**config.mk**
```make
export PLATFORM = sky130hd
export DESIGN_NAME = ratio_clock_divider
export DESIGN_NICKNAME = d
export VERILOG_FILES = /design/src/rtl/ratio_div_pkg.sv /design/src/rtl/ratio_div_ctrl.sv /design/src/rtl/ratio_div_path.sv /design/src/rtl/ratio_clock_divider.sv
export SDC_FILE = /design/constraint.sdc
export NUM_CORES = 1
export LEC_CHECK = 0
export ABC_AREA = 1
export BUFFER_PORTS_ARGS = -buffer_cell sky130_fd_sc_hd__buf_2
export CAP_MARGIN = 10
export CORE_AREA = 2 2 39 41
export DETAILED_ROUTE_END_ITERATION = 10
export DIE_AREA = 0 0 41 43
export SETUP_SLACK_MARGIN = 0.4
export SYNTH_ARGS = -nofsm -noshare
export SYNTH_HDL_FRONTEND = slang
export SYNTH_SLANG_ARGS = --single-unit
```
**constraint.sdc**
```tcl
create_clock -name clkIn -period 1.8 [get_ports clkIn]
set_input_delay 0.36 -clock clkIn [delete_from_list [all_inputs] [get_ports clkIn]]
set_output_delay 0.36 -clock clkIn [all_outputs]
set_load 0.1 [all_outputs]
```
**src/rtl/ratio_div_pkg.sv**
```systemverilog
package ratio_div_pkg;
  // strobes from control to the counting datapath
  typedef struct packed {
    logic advance;   // count on this rising edge
    logic restart;   // counter wraps to zero on this edge
    logic useAlt;    // alternate (longer) slow ratio active
  } divStrobe_t;
endpackage

```
**src/rtl/ratio_div_ctrl.sv**
```systemverilog
module ratio_div_ctrl
  import ratio_div_pkg::*;
(
  input  logic       clk,
  input  logic       rstMaster,
  input  logic       enableN,
  input  logic       ratioSel,
  input  logic       atLast,
  output divStrobe_t strobe
);
  logic runFlag;
  logic useAltQ;

  // enable captured while the clock is low so no runt internal pulse
  always_ff @(negedge clk or posedge rstMaster) begin
    if (rstMaster) runFlag <= 1'b0;
    else           runFlag <= ~enableN;
  end

  // ratio is adopted only when the counter wraps
  always_ff @(posedge clk or posedge rstMaster) begin
    if (rstMaster)              useAltQ <= 1'b0;
    else if (runFlag && atLast) useAltQ <= ratioSel;
  end

  always_comb begin
    strobe.advance = runFlag;
    strobe.restart = runFlag & atLast;
    strobe.useAlt  = useAltQ;
  end
endmodule

```
**src/rtl/ratio_div_path.sv**
```systemverilog
module ratio_div_path
  import ratio_div_pkg::*;
#(
  parameter int DIV_A = 4,
  parameter int DIV_B = 6
) (
  input  logic       clk,
  input  logic       rstMaster,
  input  divStrobe_t strobe,
  output logic       atLast,
  output logic       divHalf,
  output logic       divSlow,
  output logic       phaseMark
);
  localparam int MAXD = (DIV_A > DIV_B) ? DIV_A : DIV_B;
  localparam int CW   = $clog2(MAXD);
  localparam logic [CW-1:0] LAST_A = CW'(DIV_A - 1);
  localparam logic [CW-1:0] LAST_B = CW'(DIV_B - 1);
  localparam logic [CW-1:0] HALF_A = CW'(DIV_A / 2);
  localparam logic [CW-1:0] HALF_B = CW'(DIV_B / 2);

  logic [CW-1:0] cnt, cntNext, lastIdx, halfLen;
  logic          halfQ, slowQ, phaseQ;

  always_comb begin
    lastIdx = strobe.useAlt ? LAST_B : LAST_A;
    halfLen = strobe.useAlt ? HALF_B : HALF_A;
    // >= also recovers any out-of-range power-up count
    atLast  = (cnt >= lastIdx);
    if (!strobe.advance)     cntNext = cnt;
    else if (strobe.restart) cntNext = '0;
    else                     cntNext = cnt + 1'b1;
  end

  // reset parks the counter at its top so the first advance wraps
  always_ff @(posedge clk or posedge rstMaster) begin
    if (rstMaster) begin
      cnt    <= '1;
      halfQ  <= 1'b0;
      slowQ  <= 1'b0;
      phaseQ <= 1'b0;
    end else if (strobe.advance) begin
      cnt    <= cntNext;
      halfQ  <= ~cntNext[0];
      slowQ  <= strobe.restart ? 1'b1 : (cntNext < halfLen);
      phaseQ <= strobe.restart;
    end else begin
      phaseQ <= 1'b0;
    end
  end

  assign divHalf   = halfQ;
  assign divSlow   = slowQ;
  assign phaseMark = phaseQ;
endmodule

```
**src/rtl/ratio_clock_divider.sv**
```systemverilog
module ratio_clock_divider
  import ratio_div_pkg::*;
#(
  parameter int DIV_A = 4,
  parameter int DIV_B = 6
) (
  input  logic clkIn,
  input  logic rstMaster,
  input  logic enableN,
  input  logic ratioSel,
  output logic divHalf,
  output logic divSlow,
  output logic phaseMark
);
  divStrobe_t strobe;
  logic       atLast;
  logic       runLive;

  assign runLive = strobe.advance;

  ratio_div_ctrl u_ctrl (
    .clk       (clkIn),
    .rstMaster (rstMaster),
    .enableN   (enableN),
    .ratioSel  (ratioSel),
    .atLast    (atLast),
    .strobe    (strobe)
  );

  ratio_div_path #(.DIV_A(DIV_A), .DIV_B(DIV_B)) u_path (
    .clk       (clkIn),
    .rstMaster (rstMaster),
    .strobe    (strobe),
    .atLast    (atLast),
    .divHalf   (divHalf),
    .divSlow   (divSlow),
    .phaseMark (phaseMark)
  );
endmodule

```
==> results of run 1 <==
-- worst max-delay path, delay by kind of cell (launching register included) --
family | cells | cell delay [ns]
xor+xnor | 1 | 0.12
buf+inv | 1 | 0.06
flops | 1 | 0.48
simple gates | 5 | 0.29
-- how the worst min path moves through the flow --
stage	start	to	slack [ns]
after floorplan	rstMaster	u_ctrl.useAltQ	0.17
after global placement	rstMaster	u_path.divHalf	0.36
after detailed placement	rstMaster	u_path.divHalf	0.36
after CTS	rstMaster	u_path.divHalf	0.08
after global routing	rstMaster	u_path.divHalf	0.11
final	rstMaster	u_path.divHalf	0.08
-- Yosys cell counts --
cell type | count | area share
dfrtn_1 | 1 | 0.065
nand3_1 | 2 | 0.026
dfrtp_1 | 4 | 0.26
xnor2_2 | 1 | 0.042
inv_2 | 1 | 0.0097
nand4_1 | 2 | 0.032
nand2_1 | 12 | 0.12
ha_1 | 3 | 0.097
o21ai_0 | 2 | 0.026
dfstp_2 | 3 | 0.20
nand2_2 | 1 | 0.016
inv_1 | 7 | 0.068
nor2_2 | 1 | 0.016
a21oi_2 | 1 | 0.023
-- routing by layer --
metal	up-vias	wire, um
li1	163	-
met1	135	281
met2	6	281
met3	2	27
met4	0	20
met5	-	0
-- per-stage QoR --
step | hold WS, ns | utilization
after floorplan | 0.173 | -
after global placement | 0.356 | 0.339
after detailed placement | 0.358 | 0.339
after CTS | 0.0797 | 0.369
after global routing | 0.112 | 0.374
final | 0.0833 | 0.374
-- area by class of cell --
cell class	instances	area, um2	area share
Sequential cell	8	204	0.394
Multi-Input combinational cell	25	155	0.300
Timing Repair Buffer	12	80.1	0.155
Inverter	8	32.5	0.0628
Clock buffer	4	26.3	0.0507
Tap cell	16	20.0	0.0386
-- flip-flops by register name, summed over array words and instances, names as in the netlist --
signal / flops
u_path.divSlow: 1
u_ctrl.runFlag: 1
u_path.cnt: 3
u_path.divHalf: 1
u_path.phaseMark: 1
u_ctrl.useAltQ: 1
-- cell families (layout without fill, tap and decap cells) --
logic type	Yosys count	in the layout	share of synthesized area
adders and majority gates	3	3	0.0971
DFF	8	8	0.528
buffers and inverters	8	24	0.0777
AOI/OAI and AO/OA	3	3	0.0485
xor gates and xnor gates	1	1	0.0421
and+or+nand+nor	18	18	0.207
-- what timing repair did --
action,in CTS,in global routing
setup endpoints to repair,7,9
pin swaps,5,3
buffers inserted,2,0
resized for setup,1,3
==> impl_metrics.tcl, run 1 <==
set metrics [dict create \
    r2r-start "u_ctrl.runFlag" \
    startpoint_type "flip-flop" \
    dieHeight_um 43 \
    crit_required_ns 1.95 \
    drive_above_1_share 0.456 \
    die_x_um 41 \
    diodes 0 \
    r2r_setup_slack_ns -0.16 \
    dieArea_um2 1760 \
    hold_viol_final 0 \
    reg2reg_to "u_path.divSlow" \
    worst_slack_ns -0.159 \
    cts_tree "built" \
    drc 0 \
    ff2ff_path_depth 7 \
    track_usage 0.0943 \
    grt_max_degree 8 \
    grt_util_met2 0.138 \
    grt_pass1_wl_um 1060 \
    report.final.slew_viol_count 0 \
    holdBufCountCts 0 \
    routed_wirelength_um 611 \
    min_path_type "in -> async" \
    layout_commonest_cell "nand2_1" \
    syn_avg_cell_area_um2 9.43 \
    dpl-instance-area_um2 469 \
    maxCapViolCount 0 \
    ios 7 \
    stdcell_area_um2 518 \
    dp_cells 67 \
    crit_fanout 5 \
    tightest_slew_ns 0.482 \
    worstPathArrival_ns 2.11 \
    layout.cells.non_filler 73 \
    initial_utilization 0.279 \
    grt.met1_usage 0.103 \
    layout_common_cells "nand2_1 (11), buf_4 (6), inv_1 (5), clkbuf_4 (5)" \
    yosysWarningCount 0 \
    grt_pass1_vias 288 \
    mappedNetlistNets 48 \
    fp-row-count 14 \
    fin_worst_skew_ns 0.0111 \
    wl_per_cell_um 8.37 \
    drtAntennaViolNets 0 \
    overflow 0 \
    vias 306 \
    grt_util_met3 0.0471 \
    drtPass1Iterations 4 \
    cts_made_buffers 3 \
    max_stage_delay_ns 0.48 \
    endpoint "u_path.divSlow" \
    rsz0062_at_grt "true" \
    synth_cells 41 \
    seq_area_frac_synth 0.528 \
    syn_to_final_growth_pct 34.0 \
    drt_iter0_drc 2 \
    clock_path_buffers 2 \
    critPathKind "reg -> reg" \
    setup_viol 6 \
    pre_cts_slack_ns -0.171 \
    worstSetupEndpointType "flip-flop" \
    startpoint "u_ctrl.runFlag" \
    antenna_found_initial 0 \
    fill_cells 150 \
    synth_seq_cells 8 \
    crit_slowest_cell "dfrtn_1" \
    ys_types 14 \
    outcome "finished with violations" \
    final_nets 65 \
    syn-cell-area_um2 387 \
    cp_common_cell "nand2_1" \
    portBuffers 6 \
    dp_hpwl_um 482 \
    htreeDepth 1 \
    fin_setup_tns_ns -0.361 \
    grt.busiest_layer "met2" \
    failed_checks "negative setup slack" \
    gp_congestion 0.720 \
    clkTransAtPathRegs_ns 0.06 \
    slew_headroom 0.681 \
    clockRootBuffer "clkbuf_4" \
    cts.sinks 8 \
    clock_latency_ns 0.27 \
    core_um2 1380 \
    path_cells "nand2_2, xnor2_2, nand2_1, inv_2, nor2_2, nand2_1, nand2_1" \
    vias_per_cell 4.19 \
]
Power of run 1 is not shown: default switching activity piles up to over one toggle a cycle in this logic, so the estimate is an artifact.
==> inputs of run 2 (changes only) <==
--- a/config.mk
+++ b/config.mk
@@ -8,9 +8,12 @@
 export ABC_AREA = 1
 export BUFFER_PORTS_ARGS = -buffer_cell sky130_fd_sc_hd__buf_2
 export CAP_MARGIN = 10
-export CORE_AREA = 2 2 39 41
+export CELL_PAD_IN_SITES_DETAIL_PLACEMENT = 2
+export CELL_PAD_IN_SITES_GLOBAL_PLACEMENT = 2
+export CORE_MARGIN = 2
+export CORE_UTILIZATION = 29
 export DETAILED_ROUTE_END_ITERATION = 10
-export DIE_AREA = 0 0 41 43
+export PLACE_DENSITY_LB_ADDON = 0.1
 export SETUP_SLACK_MARGIN = 0.4
 export SYNTH_ARGS = -nofsm -noshare
 export SYNTH_HDL_FRONTEND = slang
==> impl_metrics.tcl, run 2 (synthesis gave the netlist of run 1 again) <==
set metrics [dict create \
    setup_viol 6 \
    startpoint_type "flip-flop" \
    cts_made_buffers 3 \
    clock_path_buffers 2 \
    drtPass1Iterations 2 \
    rsz0062_at_grt "true" \
    drc 0 \
    startpoint "u_ctrl.runFlag" \
    grt_max_degree 8 \
    portBuffers 6 \
    report.final.slew_viol_count 0 \
    dp_hpwl_um 710 \
    crit_required_ns 1.96 \
    clockRootBuffer "clkbuf_4" \
    cts.sinks 8 \
    layout.cells.non_filler 72 \
    cts_tree "built" \
    critPathKind "reg -> reg" \
    gp_congestion 0.724 \
    tightest_slew_ns 0.303 \
    fin_setup_tns_ns -0.708 \
    dp_cells 66 \
    reg2reg_to "u_path.divSlow" \
    slew_headroom 0.799 \
    worstPathArrival_ns 2.15 \
    r2r-start "u_ctrl.runFlag" \
    syn_to_final_growth_pct 34.3 \
    track_usage 0.164 \
    layout_commonest_cell "nand2_1" \
    min_path_type "in -> async" \
    outcome "finished with violations" \
    worstSetupEndpointType "flip-flop" \
    dieHeight_um 40.5 \
    wl_per_cell_um 13.2 \
    fp-row-count 13 \
    clkTransAtPathRegs_ns 0.07 \
    fin_worst_skew_ns 0.0136 \
    drt_iter0_drc 1 \
    worst_slack_ns -0.190 \
    holdBufCountCts 0 \
    grt_pass1_vias 370 \
    ff2ff_path_depth 7 \
    hold_viol_final 0 \
    clock_latency_ns 0.26 \
    routed_wirelength_um 953 \
    core_um2 1270 \
    drive_above_1_share 0.439 \
    grt_pass1_wl_um 1620 \
    dpl-instance-area_um2 468 \
    final_nets 65 \
    htreeDepth 1 \
    r2r_setup_slack_ns -0.19 \
    failed_checks "negative setup slack" \
    overflow 0 \
    vias 326 \
    crit_fanout 6 \
    layout_common_cells "nand2_1 (11), buf_4 (7), inv_1 (6)" \
    die_x_um 40.5 \
    antenna_found_initial 0 \
    initial_utilization 0.305 \
    regMostFlops "u_path.cnt" \
    maxCapViolCount 0 \
    whs_ns 0.0838 \
    drtAntennaViolNets 0 \
    dieArea_um2 1640 \
    vias_per_cell 4.53 \
    diodes 0 \
    stdcell_area_um2 519 \
    largest_reg_flops 3 \
    ios 7 \
    endpoint "u_path.divSlow" \
]
==> run 2: cell count changes in the layout (fill, tap and decap cells not counted) <==
cell	delta
buf_2	-1
buf_4	+1
inv_1	+1
inv_2	-1
==> run 2: repair_timing <==
item / CTS / global route
pin swaps: 2 / 0
endpoints found under the hold margin: 0 / 0
setup buffers: 2 / 0
setup endpoints to repair: 8 / 9
gates resized for setup: 2 / 2
==> run 2: worst max-delay path: stages, from the launching register on <==
cell and delay, ns:
dfrtn_1 0.51, nand2_2 0.10, xnor2_2 0.11, nand2_1 0.07
inv_2 0.06, nor2_2 0.03, nand2_1 0.06, nand2_1 0.04
==> run 2: worst min-delay path by stage <==
stage	from	to	slack, ns	depth (start not counted)
after floorplan	rstMaster	u_ctrl.useAltQ	0.17	1
after global placement	rstMaster	u_path.divHalf	0.35	3
after detailed placement	rstMaster	u_ctrl.useAltQ	0.38	3
after CTS	rstMaster	u_path.phaseMark	0.09	3
after global routing	rstMaster	u_path.phaseMark	0.11	3
final	rstMaster	u_path.phaseMark	0.08	3
==> run 2: metrics by stage <==
step                      worst slack, ns  utilization
after detailed placement           -0.217        0.369
after floorplan                   -0.0983            -
after global routing               -0.279        0.409
final                              -0.190        0.409
after CTS                          -0.205        0.405
after global placement             -0.197        0.369
==> run 2: layout make-up <==
cell class | count | area (um2)
clock buffers | 4 | 26.3
fillers | 142 | 749
inverters | 8 | 32.5
multi-input cells | 25 | 155
flip-flops and latches | 8 | 204
well taps | 15 | 18.8
repair buffers | 12 | 82.6
==> run 2: layer usage <==
metal / GRT usage / up-vias / routed length (um)
li1: - / 160 / -
met1: 0.189 / 162 / 420
met2: 0.262 / 4 / 504
met3: 0.0500 / 0 / 27
met4: 0.100 / 0 / 0
met5: 0 / - / 0
Power of run 2 is left out for the same reason.
